<file path="config.mk">
export PLATFORM = sky130hd
export DESIGN_NAME = kpad_reverse_decoder
export DESIGN_NICKNAME = d
export VERILOG_FILES = /design/src/rtl/kpd_pkg.sv /design/src/rtl/kpd_settle_timer.sv /design/src/rtl/kpd_code_decode.sv /design/src/rtl/kpd_seg_enc.sv /design/src/rtl/kpad_reverse_decoder.sv
export SDC_FILE = /design/constraint.sdc
export NUM_CORES = 1
export LEC_CHECK = 0
export ABC_AREA = 0
export BUFFER_PORTS_ARGS = -buffer_cell sky130_fd_sc_hd__buf_2
export CORE_ASPECT_RATIO = 1.1
export CORE_MARGIN = 10
export CORE_UTILIZATION = 55
export DETAILED_ROUTE_END_ITERATION = 12
export PLACE_DENSITY_LB_ADDON = 0.2
export SETUP_SLACK_MARGIN = 0.1
export SLEW_MARGIN = 15
export SYNTH_ARGS = -nofsm -noshare
export SYNTH_HDL_FRONTEND = slang
export SYNTH_SLANG_ARGS = --single-unit
</file>
<file path="constraint.sdc">
create_clock -name clk -period 7.2 [get_ports clk]
set_clock_uncertainty 0.15 [all_clocks]
set_input_delay 0.36 -clock clk [delete_from_list [all_inputs] [get_ports clk]]
set_output_delay 0.36 -clock clk [all_outputs]
set_load 0.01 [all_outputs]
</file>
<file path="src/rtl/kpd_pkg.sv">
package kpd_pkg;

  typedef enum logic [1:0] {
    PH_ROW = 2'd0,
    PH_COL = 2'd1,
    PH_REL = 2'd2
  } kpd_phase_e;

  // Active-high segments, bit 6 = a ... bit 0 = g
  function automatic logic [6:0] seg7_of(input logic [3:0] v);
    logic [6:0] s;
    case (v)
      4'h0: s = 7'b1111110;
      4'h1: s = 7'b0110000;
      4'h2: s = 7'b1101101;
      4'h3: s = 7'b1111001;
      4'h4: s = 7'b0110011;
      4'h5: s = 7'b1011011;
      4'h6: s = 7'b1011111;
      4'h7: s = 7'b1110000;
      4'h8: s = 7'b1111111;
      4'h9: s = 7'b1111011;
      4'hA: s = 7'b1110111;
      4'hB: s = 7'b0011111;
      4'hC: s = 7'b1001110;
      4'hD: s = 7'b0111101;
      4'hE: s = 7'b1001111;
      default: s = 7'b1000111;
    endcase
    return s;
  endfunction

endpackage

</file>
<file path="src/rtl/kpd_settle_timer.sv">
module kpd_settle_timer #(
  parameter int SETTLE = 16,
  localparam int CW = (SETTLE < 2) ? 1 : $clog2(SETTLE)
) (
  input  logic clk,
  input  logic rst,
  input  logic clr,
  output logic done
);

  logic [CW-1:0] cnt;

  assign done = (cnt == CW'(SETTLE - 1));

  always_ff @(posedge clk) begin
    if (rst || clr) cnt <= '0;
    else if (!done) cnt <= cnt + 1'b1;
  end

endmodule

</file>
<file path="src/rtl/kpd_code_decode.sv">
module kpd_code_decode #(
  parameter int ROWS = 4,
  parameter int COLS = 4,
  localparam int KW = $clog2(ROWS * COLS)
) (
  input  logic [ROWS-1:0] row_s,
  input  logic [COLS-1:0] col_s,
  output logic            ok,
  output logic [KW-1:0]   key
);

  int ri, ci;

  always_comb begin
    ri = 0;
    ci = 0;
    for (int i = 0; i < ROWS; i++) if (!row_s[i]) ri = i;
    for (int j = 0; j < COLS; j++) if (!col_s[j]) ci = j;
    ok  = ($countones(~row_s) == 1) && ($countones(~col_s) == 1);
    key = KW'(ri * COLS + ci);
  end

endmodule

</file>
<file path="src/rtl/kpd_seg_enc.sv">
module kpd_seg_enc #(
  parameter int KW = 4
) (
  input  logic [KW-1:0] key,
  output logic [6:0]    seg
);
  import kpd_pkg::*;

  always_comb seg = seg7_of(4'(key));

endmodule

</file>
<file path="src/rtl/kpad_reverse_decoder.sv">
module kpad_reverse_decoder #(
  parameter int ROWS   = 4,
  parameter int COLS   = 4,
  parameter int SETTLE = 16,
  localparam int KW = $clog2(ROWS * COLS)
) (
  input  logic            clk,
  input  logic            rst,
  input  logic [ROWS-1:0] row_in,
  input  logic [COLS-1:0] col_in,
  output logic [ROWS-1:0] row_oe,
  output logic [ROWS-1:0] row_drv,
  output logic [COLS-1:0] col_oe,
  output logic [COLS-1:0] col_drv,
  output logic [KW-1:0]   key_code,
  output logic            key_valid,
  output logic [6:0]      seg_out,
  output logic [KW-1:0]   led_out
);
  import kpd_pkg::*;

  kpd_phase_e      phase;
  logic [ROWS-1:0] row_s;
  logic            t_done, t_clr;
  logic            rows_idle;
  logic            dec_ok;
  logic [KW-1:0]   dec_key;
  logic [6:0]      dec_seg;

  assign rows_idle = (row_in == '1);
  assign t_clr     = t_done || ((phase == PH_REL) && !rows_idle);

  assign row_oe  = (phase == PH_COL) ? '1 : '0;
  assign col_oe  = (phase == PH_COL) ? '0 : '1;
  assign row_drv = '0;
  assign col_drv = '0;

  kpd_settle_timer #(.SETTLE(SETTLE)) tmr_i (
    .clk (clk),
    .rst (rst),
    .clr (t_clr),
    .done(t_done)
  );

  kpd_code_decode #(.ROWS(ROWS), .COLS(COLS)) dec_i (
    .row_s(row_s),
    .col_s(col_in),
    .ok   (dec_ok),
    .key  (dec_key)
  );

  kpd_seg_enc #(.KW(KW)) seg_i (
    .key(dec_key),
    .seg(dec_seg)
  );

  always_ff @(posedge clk) begin
    if (rst) begin
      phase     <= PH_ROW;
      row_s     <= '1;
      key_code  <= '0;
      seg_out   <= '0;
      led_out   <= '0;
      key_valid <= 1'b0;
    end else begin
      key_valid <= 1'b0;
      case (phase)
        PH_ROW: begin
          if (t_done && !rows_idle) begin
            row_s <= row_in;
            phase <= PH_COL;
          end
        end
        PH_COL: begin
          if (t_done) begin
            if (dec_ok) begin
              key_code  <= dec_key;
              led_out   <= dec_key;
              seg_out   <= dec_seg;
              key_valid <= 1'b1;
              phase     <= PH_REL;
            end else begin
              phase <= PH_ROW;
            end
          end
        end
        PH_REL: begin
          if (t_done && rows_idle) phase <= PH_ROW;
        end
        default: phase <= PH_ROW;
      endcase
    end
  end

endmodule

</file>
# ---- Word-level counts from Yosys, hierarchy flattened
# Memories as Yosys holds them, arrays and structs flattened. A register that Yosys moved wholly into a read port is not among the register bits.
# Cells that the tools add are included.
dict set report word_totals {
  reg_bits 15
  latchBits 0
  ram_bits 0
  rom_bits 112
  input_bits 10
  output_inout_bits 32
  elab_cells 53
  n_memories 1
}
dict set report op_classes {
  add_sub_neg 8
  n_mul 0
  div 0
  n_lt_le_gt_ge 0
  eq_ne 9
  n_shift 0
  muxes 14
  bitwise 4
  reduce_logical 12
}
# memory words width rd rd_clocked_by_memory_dff wr line_no
set mem_list {}
lappend mem_list {{(no name shown)} 16 7 1 1 0 kpd_pkg.sv:12} ;# case (v)
# cell n
set ops {}
lappend ops {{$add A32 B32 Y32} 2}
lappend ops {{$eq A32 B2 Y1 const B} 2}
lappend ops {{$mux W2} 8}
lappend ops {{$add A1 B1 Y2} 4}
lappend ops {{$eq A4 B4 Y1 const B} 2}
lappend ops {{$mux W4} 2}
lappend ops {{$not A4 Y4} 2}
lappend ops {{$pmux W2 S3} 1}
lappend ops {{$reduce_and A3 Y1} 2}
lappend ops {{$add A4 B1 Y4 const B} 1}
lappend ops {{$add A4 B2 Y4} 1}
lappend ops {{$logic_and A1 B1 Y1} 4}
lappend ops {{$ne A2 B2 Y1 const B} 2}
lappend ops {{$mux W1} 3}
lappend ops {{$reduce_or A3 Y1} 1}
lappend ops {{$eq A2 B1 Y1 const B} 1}
lappend ops {{$eq A2 B2 Y1 const B} 1}
lappend ops {{$logic_not A2 Y1} 1}
lappend ops {{$logic_or A1 B1 Y1} 2}
lappend ops {{$ne A2 B1 Y1 const B} 1}
lappend ops {{$not A1 Y1} 2}
lappend ops {{$reduce_and A2 Y1} 1}
lappend ops {{$logic_not A1 Y1} 1}

# ---- Longest topological paths before layout
# Gate-level depths: netlist of run 1.
dict set report logic_depth {
  depth_word 8
  depth_mapped 9
  mapped_depth_nobuf 8
}

# ---- Modules after synthesis
# Synthesis of run 1 repeated with hierarchy kept, for this count alone.
dict set report hier_totals {
  cells_unflattened 170
  hier_area_um2 1482.7
}
# module n_inst cells_per_inst area_each_um2 seq_area_each_um2
set modules_own_cells {}
lappend modules_own_cells {kpad_reverse_decoder 1 100 834.6 360.3}
lappend modules_own_cells {kpd_seg_enc 1 33 287.8 0.0}
lappend modules_own_cells {kpd_settle_timer 1 19 207.7 80.1}
lappend modules_own_cells {kpd_code_decode 1 18 152.6 0.0}

# ---- Worst setup path before layout of run 1
# No wires, ideal clock.
dict set report synth_timing {
  kind {input port to flip-flop}
  start {input port col_in[0]}
  end {register seg_out[2]}
  setup_time_ns 0.067
  t_arrival_ns 2.734
  t_required_ns 6.983
  slack_ns 4.249
  path_stages 9
  path_buffers 1
  cell_sequence {inv_1 -> ha_1 -> ha_1 -> fa_1 -> or4b_4 -> or3_4 -> buf_6 -> a311o_1 -> a21oi_2}
}
dict set report synth_via {
  elab_chain_len 6
}
# element line_no
set synth_lines {}
lappend synth_lines {{from (decl)} kpad_reverse_decoder.sv:10} ;# input logic [COLS-1:0] col_in,
lappend synth_lines {{$not A4 Y4} kpd_code_decode.sv:19} ;# ok = ($countones(~row_s) == 1) && ($countones(~col_s) == 1);
lappend synth_lines {{$add A1 B1 Y2 (not written as such)} kpd_code_decode.sv:19}
lappend synth_lines {{$add A32 B32 Y32 (not written as such)} kpd_code_decode.sv:19}
lappend synth_lines {{$eq A32 B2 Y1} kpd_code_decode.sv:19}
lappend synth_lines {{$logic_and A1 B1 Y1} kpd_code_decode.sv:19}
lappend synth_lines {{$reduce_and A3 Y1 (no source line)} -}
lappend synth_lines {{to (decl)} kpad_reverse_decoder.sv:17} ;# output logic [6:0] seg_out,
# No other way between the ends.
# A chain may end at the register's enable or synchronous reset.

# ---- Worst setup path after layout of run 1
dict set report layout_timing {
  start {register row_s[3]}
  end {register seg_out[0]}
}
dict set report layout_via {
  elab_chain_len 6
  word_cells_on_any_way 8
}
# element line_no
set layout_lines {}
lappend layout_lines {{from (decl)} kpad_reverse_decoder.sv:23} ;# logic [ROWS-1:0] row_s;
lappend layout_lines {{from (signal assigned)} kpad_reverse_decoder.sv:70} ;# row_s <= row_in;
lappend layout_lines {{$not A4 Y4} kpd_code_decode.sv:19}
lappend layout_lines {{$add A1 B1 Y2 (not written as such)} kpd_code_decode.sv:19}
lappend layout_lines {{$add A32 B32 Y32 (not written as such)} kpd_code_decode.sv:19}
lappend layout_lines {{$eq A32 B2 Y1} kpd_code_decode.sv:19}
lappend layout_lines {{$logic_and A1 B1 Y1} kpd_code_decode.sv:19}
lappend layout_lines {{$reduce_and A3 Y1 (no source line)} -}
# Several ways; a longest one is shown, not always the timed one.

==> flow_metrics.tcl, run 1 <==
set metrics [dict create \
    worstHoldStart "row_in[0]" \
    slowest_delay_ns 0.58 \
    reg2reg_to "seg_out[0]" \
    tightest_slew_ns 0.794 \
    fmax_mhz 322 \
    die_width_um 68.2 \
    timing.final.crit_period_ns 3.10 \
    critical_path_class "reg2reg" \
    netlist_instances 160 \
    postLayoutCoreUtil_pct 61.9 \
    rsz0062_at_grt "false" \
    netlist_area_um2 1410 \
    min_path_cells 3 \
    timing.max_cap.violations 0 \
    fin_cells 213 \
    fp.dieH_um 73.0 \
    place_inst 209 \
    gp_routability_congestion 0.834 \
    synthTopCellsByArea "dfxtp_1 31%, ha_1 14%, buf_4 9.6%" \
    path_clk_slew_ns 0.13 \
    clock-sinks 22 \
    cts_buffer_depth 2 \
    endpoint_kind "flop" \
    drc_errors 0 \
    hold_viol 0 \
    cts_resized 0 \
    avgViaCountPerCell 5.28 \
    grt_overflow_total 0 \
    worst_path_most_repeated_cell "ha_1" \
    start_kind "flop" \
    port_buffers 33 \
    relSlewSlack_pct 47.1 \
    setup_viol 0 \
    ys_seq_elements 22 \
    p_leak_nw 0.788 \
    cts_hold_buf 0 \
    cts_buffers 3 \
    synth_area_leader_cell "dfxtp_1" \
    rr_worst_depth 8 \
    ctsHtreeMaxLevel 1 \
    yosys.area.top_type_share_pct 31.3 \
    tns_ns 0 \
    cts_tree "built" \
    crit_buf_inv 1 \
    antenna_found_initial 0 \
    dp_hpwl_um 2370 \
    post-route-period-util_pct 43.1 \
    path_max_fanout 11 \
    synth-seq-area-share_pct 31.3 \
    root_buffer "clkbuf_4" \
    diodes 0 \
    drt_iter0_markers 51 \
    yosysUniqueCellTypes 37 \
    cp.required_ns 7.29 \
    cp_top_family "simple AND/OR/NAND/NOR gates" \
    num_vias 1125 \
    grt_usage_pct 12.0 \
    grt_start_max_net_pins 23 \
    layout.nets 211 \
    min_path_type "in2reg" \
    ios 42 \
    ir_drop_v 0.000103 \
    totalWireLength_um 2930 \
    post-cts-setup-buffers 0 \
    coreArea_um2 2470 \
    yosysWarnings 0 \
    drt_first_pass_iters 4 \
    avgSynthCellArea_um2 8.79 \
    hold_end "row_s[0]" \
    crit_chain "inv_1 > ha_1 > ha_1 > fa_1 > or4b_4 > or3_4 > a311o_2 > o21ai_0" \
    grt_pass1_vias 1108 \
    reg2reg_setup_slack_ns 4.10 \
    powerDensity_nw_per_um2 159 \
    start_util_pct 56.9 \
    grt_pass1_wl_um 4800 \
    outcome "finished, final reports clean" \
    areaGrowthSynthToFinish_pct 8.90 \
    critPathSlowestCell "or4b_4" \
    clk_latency_ns 0.31 \
    layout-drive-gt1-share_pct 23.1 \
    wl_per_cell_um 13.7 \
    ant_nets 0 \
    dieArea_um2 4980 \
    report.final.slew_viol_count 0 \
    cp.arrival_ns 3.20 \
    rows 19 \
    timing.rr.start "row_s[3]" \
]
where the power goes:
group | internal, W | switching [W]
clock | 0.0000563 | 0.0000382
combinational | 0.0000102 | 0.0000146
sequential | 0.000123 | 0.00000103
layout make-up:
cell class / instances / area [µm²]
clock buffer: 3 / 22.5
clock inverter: 1 / 30.0
fill: 238 / 941
inverter: 13 / 48.8
multi-input combinational: 110 / 786
sequential: 22 / 440
tap: 31 / 38.8
timing repair buffer: 33 / 165
synth_stat cells, drive strengths merged:
cell / instances
nand3: 3
o22ai: 4
dfxtp: 22
and4: 1
or4b: 1
a311o: 2
nor2: 14
o21ai: 3
xor2: 2
a211oi: 8
conb: 1
o21a: 1
fa: 2
o41ai: 2
a21boi: 1
nand3b: 4
nor4: 2
inv: 13
nor2b: 1
a21oi: 7
ha: 16
buf: 19
and2: 1
nor3: 8
and3: 2
or3: 2
clkbuf: 3
nand2b: 6
nand2: 6
nand4: 1
o311ai: 1
mux2i: 1
flip-flops by register name, summed over array words and instances, names as in the netlist:
signal	count
phase	2
key_valid	1
row_s	4
led_out	4
tmr_i.cnt	4
seg_out	7
metal layers:
layer  wire length (µm)  GRT usage, %  vias to the layer above
met5                  0             0                        -
met4                 36          4.03                        0
met3                175          2.76                        4
met2               1520          22.3                       24
met1               1200          12.5                      521
li1                   -             -                      576
worst max-delay path by stage:
stage	cells after the start	startpoint	slack [ns]	endpoint
5_1_grt	8	row_s[3]	3.91	seg_out[4]
6_report	8	row_s[3]	4.10	seg_out[0]
3_5_place_dp	9	col_in[1]	4.05	seg_out[0]
3_3_place_gp	9	col_in[2]	4.09	seg_out[0]
2_1_floorplan	9	col_in[0]	4.25	seg_out[2]
4_1_cts	8	row_s[3]	4.08	seg_out[0]
placed cells by master (no fill, tap or decap), types with 4 or more instances in the layout:
cell type  synthesis  routed
a211oi_1           8       8
nor2_1            14      14
inv_1             13      13
dfxtp_1           22      22
nor3_1             7       7
nand3b_1           4       4
ha_1              16      16
nand2_1            6       6
nand2b_1           6       6
o22ai_1            4       4
a21oi_1            6       6
conb_1             1       8
buf_2              0      33
cell families after synthesis:
| kind of cell | count (synthesis) | share of synthesized area [%] |
|---|---|---|
| AOI/OAI and AO/OA | 29 | 14.3 |
| xor gates and xnor gates | 2 | 1.25 |
| adders and majority gates | 18 | 17.1 |
| buffers and inverters | 35 | 14.7 |
| DFF | 22 | 31.3 |
| muxes | 1 | 0.712 |
| other | 1 | 0.267 |
| and+or+nand+nor | 52 | 20.4 |
through the flow:
step / setup slack (ns) / area, µm² / total power (W) / hold WS (ns)
floorplan: 4.25 / 1430 / 0.000147 / 0.268
global placement: 4.09 / 1480 / 0.000150 / 0.288
detailed placement: 4.05 / 1480 / 0.000152 / 0.287
CTS: 4.08 / 1530 / 0.000245 / 0.160
global route: 3.91 / 1530 / 0.000254 / 0.180
finish: 4.10 / 1530 / 0.000243 / 0.162
worst register-to-register path: stages, from the launching register on:
cell	delay (ns)
dfxtp_1	0.43
inv_1	0.09
ha_1	0.28
ha_1	0.20
fa_1	0.36
or4b_4	0.58
or3_4	0.46
a311o_2	0.36
o21ai_0	0.12
No activity file was read; power rests on OpenSTA's default activity.
==> run 2: changes to the inputs <==
--- a/config.mk
+++ b/config.mk
@@ -9,7 +9,7 @@
 export BUFFER_PORTS_ARGS = -buffer_cell sky130_fd_sc_hd__buf_2
 export CORE_ASPECT_RATIO = 1.1
 export CORE_MARGIN = 10
-export CORE_UTILIZATION = 55
+export CORE_UTILIZATION = 51
 export DETAILED_ROUTE_END_ITERATION = 12
 export PLACE_DENSITY_LB_ADDON = 0.2
 export SETUP_SLACK_MARGIN = 0.1
==> constraint.sdc (replaced) <==
create_clock -name clk -period 3.25 [get_ports clk]
set_clock_uncertainty 0.15 [all_clocks]
set_input_delay 0.1625 -clock clk [delete_from_list [all_inputs] [get_ports clk]]
set_output_delay 0.1625 -clock clk [all_outputs]
set_load 0.01 [all_outputs]
==> run 2 against run 1 <==
- clock power increased by 130%
- setup slack got worse by 3.9 ns
- die area increased by 5.6%
- clock-buffer cell count unchanged
- largest cell class unchanged
==> flow_metrics.tcl, run 2 (same netlist as run 1, synthesis figures left out) <==
set metrics [dict create \
    outcome "finished, final reports clean" \
    setup_viol 0 \
    cts_buffers 3 \
    min_path_type "in2reg" \
    fp.dieH_um 75.1 \
    start_util_pct 54.8 \
    num_vias 1159 \
    rsz0062_at_grt "false" \
    report.final.slew_viol_count 0 \
    avgViaCountPerCell 5.32 \
    areaGrowthSynthToFinish_pct 12.9 \
    grt_busiest_layer "met2" \
    path_clk_slew_ns 0.13 \
    use_met3_pct 3.29 \
    port_buffers 33 \
    drc_errors 0 \
    holdWs_ns 0.0904 \
    post-place-ws_ns 0.191 \
    endpoint "seg_out[0]" \
    gp_routability_congestion 0.834 \
    reg2reg_setup_slack_ns 0.18 \
    setup_slack_ns 0.179 \
    timing.max_cap.violations 0 \
    tns_ns 0 \
    path_max_fanout 11 \
    wl_per_cell_um 15.1 \
    die_width_um 70.1 \
    fmax_mhz 326 \
    relSlewSlack_pct 45.8 \
    grt_usage_pct 12.3 \
    timing.final.crit_period_ns 3.07 \
    clk_latency_ns 0.32 \
    reg2reg_to "seg_out[0]" \
    largest_register_ffs 7 \
    ios 42 \
    grt_pass1_vias 1224 \
    p_leak_nw 0.810 \
    start_kind "flop" \
    layout.nets 216 \
    endpoint_kind "flop" \
    rr_worst_depth 8 \
    layout-drive-gt1-share_pct 24.6 \
    critPathLaunch "row_s[1]" \
    grt_overflow_total 0 \
    antenna_found_initial 0 \
    largest-register "seg_out" \
    powerDensity_nw_per_um2 347 \
    seqPwrFrac_pct 50.1 \
    cp.arrival_ns 3.18 \
    diodes 0 \
    met2_usage_pct 23.6 \
    rows 19 \
    ant_nets 0 \
    post-route-period-util_pct 94.5 \
    grt.met1_usage_pct 12.5 \
    layout_commonest_cell "buf_2" \
    cts_tree "built" \
    p_sw_w 0.000127 \
    pwr-share-clk_pct 39.1 \
    fin_cells 218 \
    cp.required_ns 3.36 \
    place_inst 210 \
    critical_path_class "reg2reg" \
    grt_pass1_wl_um 5440 \
    drt_first_pass_iters 4 \
    drt_iter0_markers 29 \
    cts_buffer_depth 2 \
    coreArea_um2 2570 \
    totalWireLength_um 3290 \
    root_buffer "clkbuf_4" \
    finalPower_w 0.000550 \
    sw_frac_of_total_pct 23.1 \
    hold_viol 0 \
    p_int_w 0.000423 \
    dp_hpwl_um 2560 \
    layout_common_cells "33 x buf_2, 20 x dfxtp_1, 16 x ha_1" \
    dieArea_um2 5260 \
    ctsHtreeMaxLevel 1 \
    tightest_slew_ns 0.813 \
    power_frac_comb_pct 10.8 \
    clock-sinks 22 \
    grt_start_max_net_pins 23 \
    ir_drop_v 0.000292 \
    timing.rr.start "row_s[1]" \
    n_fill_cell 233 \
]
[run 2: cell count changes in the layout (fill, tap and decap cells not counted), sizes merged]
cell	change
dlygate4sd3	+4
buf	+1
[run 2: through the flow]
step	utilization, %	cell area, µm²
finish	61.8	1590
global route	61.8	1590
CTS	61.5	1580
detailed placement	57.9	1490
global placement	57.9	1490
floorplan	-	1430
[run 2: repair_timing]
item                                    in CTS  in global routing
resized for setup                            0                  3
endpoints found under the hold margin        4                  0
endpoints found under the setup margin       0                  3
hold buffers                                 4                  0
setup buffers                                0                  0
[run 2: layer usage]
| layer | vias up | routed length (µm) |
|---|---|---|
| li1 | 586 | - |
| met1 | 529 | 1310 |
| met2 | 36 | 1720 |
| met3 | 8 | 193 |
| met4 | 0 | 71 |
| met5 | - | 0 |
[run 2: layout make-up]
type,instances,area (µm²),area share (%)
clock buffers,3,22.5,1.42
clock inverters,1,30.0,1.89
inverters,13,48.8,3.07
multi-input cells,110,792,49.9
flip-flops and latches,22,443,27.9
well taps,31,38.8,2.44
repair buffers,38,213,13.4
[run 2: power by group through the flow]
| stage | sequential, W | combinational, W | clock (W) |
|---|---|---|---|
| finish | 0.000276 | 0.0000595 | 0.000215 |
| global route | 0.000276 | 0.0000674 | 0.000226 |
| CTS | 0.000276 | 0.0000589 | 0.000216 |
| detailed placement | 0.000282 | 0.0000550 | 0 |
| global placement | 0.000281 | 0.0000533 | 0 |
| floorplan | 0.000281 | 0.0000457 | 0 |
[run 2: how the worst min path moves through the flow]
| stage | from | end | slack, ns | cells past startpoint |
|---|---|---|---|---|
| final | rst | seg_out[2] | 0.09 | 2 |
| after global routing | rst | seg_out[2] | 0.10 | 2 |
| after CTS | rst | seg_out[2] | 0.09 | 2 |
| after detailed placement | row_in[0] | row_s[0] | 0.29 | 3 |
| after global placement | row_in[0] | row_s[0] | 0.27 | 3 |
| after floorplan | row_in[0] | row_s[0] | 0.16 | 2 |
[run 2: critical path: stages, from the launching register on]
cell,delay (ns)
dfxtp_1,0.38
inv_1,0.07
ha_1,0.28
ha_1,0.22
fa_1,0.38
or4b_4,0.58
or3_4,0.46
a311o_2,0.36
o21ai_0,0.12
==> run 3: changes to the inputs <==
--- a/config.mk
+++ b/config.mk
@@ -5,11 +5,11 @@
 export SDC_FILE = /design/constraint.sdc
 export NUM_CORES = 1
 export LEC_CHECK = 0
-export ABC_AREA = 0
+export ABC_AREA = 1
 export BUFFER_PORTS_ARGS = -buffer_cell sky130_fd_sc_hd__buf_2
 export CORE_ASPECT_RATIO = 1.1
 export CORE_MARGIN = 10
-export CORE_UTILIZATION = 51
+export CORE_UTILIZATION = 52
 export DETAILED_ROUTE_END_ITERATION = 12
 export PLACE_DENSITY_LB_ADDON = 0.2
 export SETUP_SLACK_MARGIN = 0.1
==> run 3 against run 2 <==
- sequential share of layout area down 1.5 points
- critical path depth up 2
- combinational power about the same
- first-iteration DRC count up 55%
- die area up 3.6%
- cell count up 29%
- hold slack better by 0.098 ns
- critical path type unchanged
- critical endpoint is now seg_out[2]
- largest cell class unchanged
- highest routed layer unchanged
==> flow_metrics.tcl, run 3 <==
set metrics [dict create \
    outcome "finished, final reports clean" \
    synth_compound_area_share_pct 2.66 \
    endpoint_kind "flop" \
    relSlewSlack_pct 60.9 \
    diodes 0 \
    critical_path_class "reg2reg" \
    yosys.area.top_type_share_pct 29.2 \
    synth_xor_area_share_pct 1.16 \
    num_vias 1302 \
    cp_top_family "adder cells" \
    top_layer_used "met4" \
    postLayoutCoreUtil_pct 60.2 \
    grt_overflow_total 0 \
    grt_start_max_net_pins 21 \
    post-cts-setup-buffers 0 \
    crit_buf_inv 1 \
    yosysWarnings 0 \
    drc_errors 0 \
    ios 42 \
    report.final.slew_viol_count 0 \
    wl_per_cell_um 10.8 \
    tightest_slew_ns 0.585 \
    setup_viol 0 \
    min_path_cells 4 \
    async_flop_share_pct 0 \
    ant_nets 0 \
    rsz0062_at_grt "false" \
    worstSetupPathDepth 10 \
    synth_fa_ha_area_share_pct 15.9 \
    hold_viol 0 \
    synthTopCellsByArea "dfxtp_1 29%, ha_1 13%, nand2_1 13%" \
    sw_frac_of_total_pct 25.0 \
    synthSimpleGateAreaFrac_pct 32.3 \
    drt_iter0_markers 45 \
    p_sw_w 0.000122 \
    grt_pass1_vias 1227 \
    seqPwrFrac_pct 56.5 \
    place_inst 272 \
    largest-register "seg_out" \
    slowest_delay_ns 0.49 \
    avgViaCountPerCell 4.63 \
    cp.arrival_ns 2.80 \
    timing.max_cap.violations 0 \
    pwr-share-clk_pct 31.2 \
    grt_usage_pct 10.9 \
    layout-drive-gt1-share_pct 16.5 \
    p_int_w 0.000365 \
    tns_ns 0 \
    m1WireLength_um 1360 \
    ys_seq_elements 22 \
    rr_worst_depth 10 \
    yosysMostFrequentCell "nand2_1" \
    die_width_um 71.3 \
    drt_first_pass_iters 4 \
    synthMuxAreaShare_pct 0 \
    ir_drop_v 0.000223 \
    synth_edf_count 0 \
    post-route-period-util_pct 84.0 \
    cts_tree "built" \
    grt_pass1_wl_um 5240 \
    ctsHtreeMaxLevel 1 \
    power_frac_comb_pct 12.3 \
    cts_buffer_depth 2 \
    synth-seq-area-share_pct 29.2 \
    areaGrowthSynthToFinish_pct 11.0 \
    synthFlopType "dfxtp_1" \
    totalWireLength_um 3040 \
    largest_register_ffs 7 \
    clock-sinks 22 \
    coreArea_um2 2780 \
    layout.nets 277 \
    wl_met2_um 1480 \
    rows 20 \
    path_max_fanout 20 \
    start_kind "flop" \
    dieArea_um2 5450 \
    powerDensity_nw_per_um2 291 \
    yosysUniqueCellTypes 20 \
    avgSynthCellArea_um2 6.82 \
    port_buffers 33 \
    critPathSlowestCell "dfxtp_1" \
    cts_buffers 3 \
    fp.dieH_um 76.5 \
    synth_area_leader_cell "dfxtp_1" \
    start_util_pct 54.2 \
    antenna_found_initial 0 \
    min_path_type "in2reg" \
    clk_latency_ns 0.30 \
    netlist_instances 221 \
    root_buffer "clkbuf_4" \
    path_clk_slew_ns 0.13 \
    fin_cells 281 \
    cp.required_ns 3.32 \
    fmax_mhz 366 \
    timing.final.crit_period_ns 2.73 \
    gp_routability_congestion 0.838 \
    netlist_area_um2 1510 \
    synthTopCellsByCount "53 x nand2_1, 33 x nor2_1, 31 x inv_1" \
    synth_top_family_by_area "simple AND/OR/NAND/NOR gates" \
    layout_commonest_cell "nand2_1" \
    p_leak_nw 1.00 \
    wl_met3_um 132 \
    dp_hpwl_um 2390 \
    crit_chain "inv_1 > ha_1 > ha_1 > fa_1 > nor2_1 > nand2_1 > nor2_4 > nand2_1 > a21oi_1 > nor2_1" \
    layout_common_cells "53 x nand2_1, 33 x nor2_1, 33 x buf_2" \
]
-- run 3: worst paths after layout --
check | start | to | slack (ns)
setup / recovery | row_s[3] | seg_out[2] | 0.52
hold / removal | col_in[3] | led_out[0] | 0.19
setup reg to reg | row_s[3] | seg_out[2] | 0.52
hold reg to reg | tmr_i.cnt[0] | tmr_i.cnt[0] | 0.31
-- run 3: worst register-to-register path, delay by kind of cell (launching register included) --
kind            cells  cell delay, ns
fa+ha+maj           3            0.90
simple gates        5            0.76
flops               1            0.49
compound gates      1            0.27
buf+inv             1            0.08
-- run 3: power by group through the flow --
stage	Clock [W]	Sequential (W)	Combinational [W]
floorplan	0	0.000281	0.0000474
global placement	0	0.000281	0.0000540
detailed placement	0	0.000281	0.0000550
CTS	0.000157	0.000275	0.0000599
global route	0.000165	0.000276	0.0000693
finish	0.000152	0.000275	0.0000597
-- run 3: stage by stage --
step                      instance area (µm²)  worst slack, ns  power, W  hold WS (ns)
after floorplan                          1530            0.845  0.000328        0.0816
after global placement                   1590            0.596  0.000335         0.229
after detailed placement                 1590            0.540  0.000336         0.235
after CTS                                1670            0.526  0.000492         0.193
after global routing                     1670            0.263  0.000510         0.232
final                                    1670            0.520  0.000487         0.188
-- run 3: area by class of cell --
class,count,area (µm²)
well taps,33,41.3
multi-input cells,151,815
clock buffers,4,36.3
inverters,33,124
fillers,266,1110
flip-flops and latches,22,440
repair buffers,38,215
-- run 3: routing by layer --
layer	global-route usage, %	vias to the layer above
met2	19.2	28
met3	1.82	6
met1	12.4	565
met5	0	-
li1	-	703
met4	4.65	0
-- run 3: cell families (layout without fill, tap and decap cells) --
logic type,count (synthesis),after routing
adders and majority gates,18,18
DFF,22,22
other,1,8
AOI/OAI and AO/OA,8,8
buffers and inverters,55,75
and+or+nand+nor,115,115
xor gates and xnor gates,2,2
-- run 3: repair_timing --
action / 4_1_cts / 5_1_grt
setup endpoints to repair: 0 / 0
resized for setup: 0 / 0
endpoints found under the hold margin: 7 / 0
hold buffers: 5 / 0
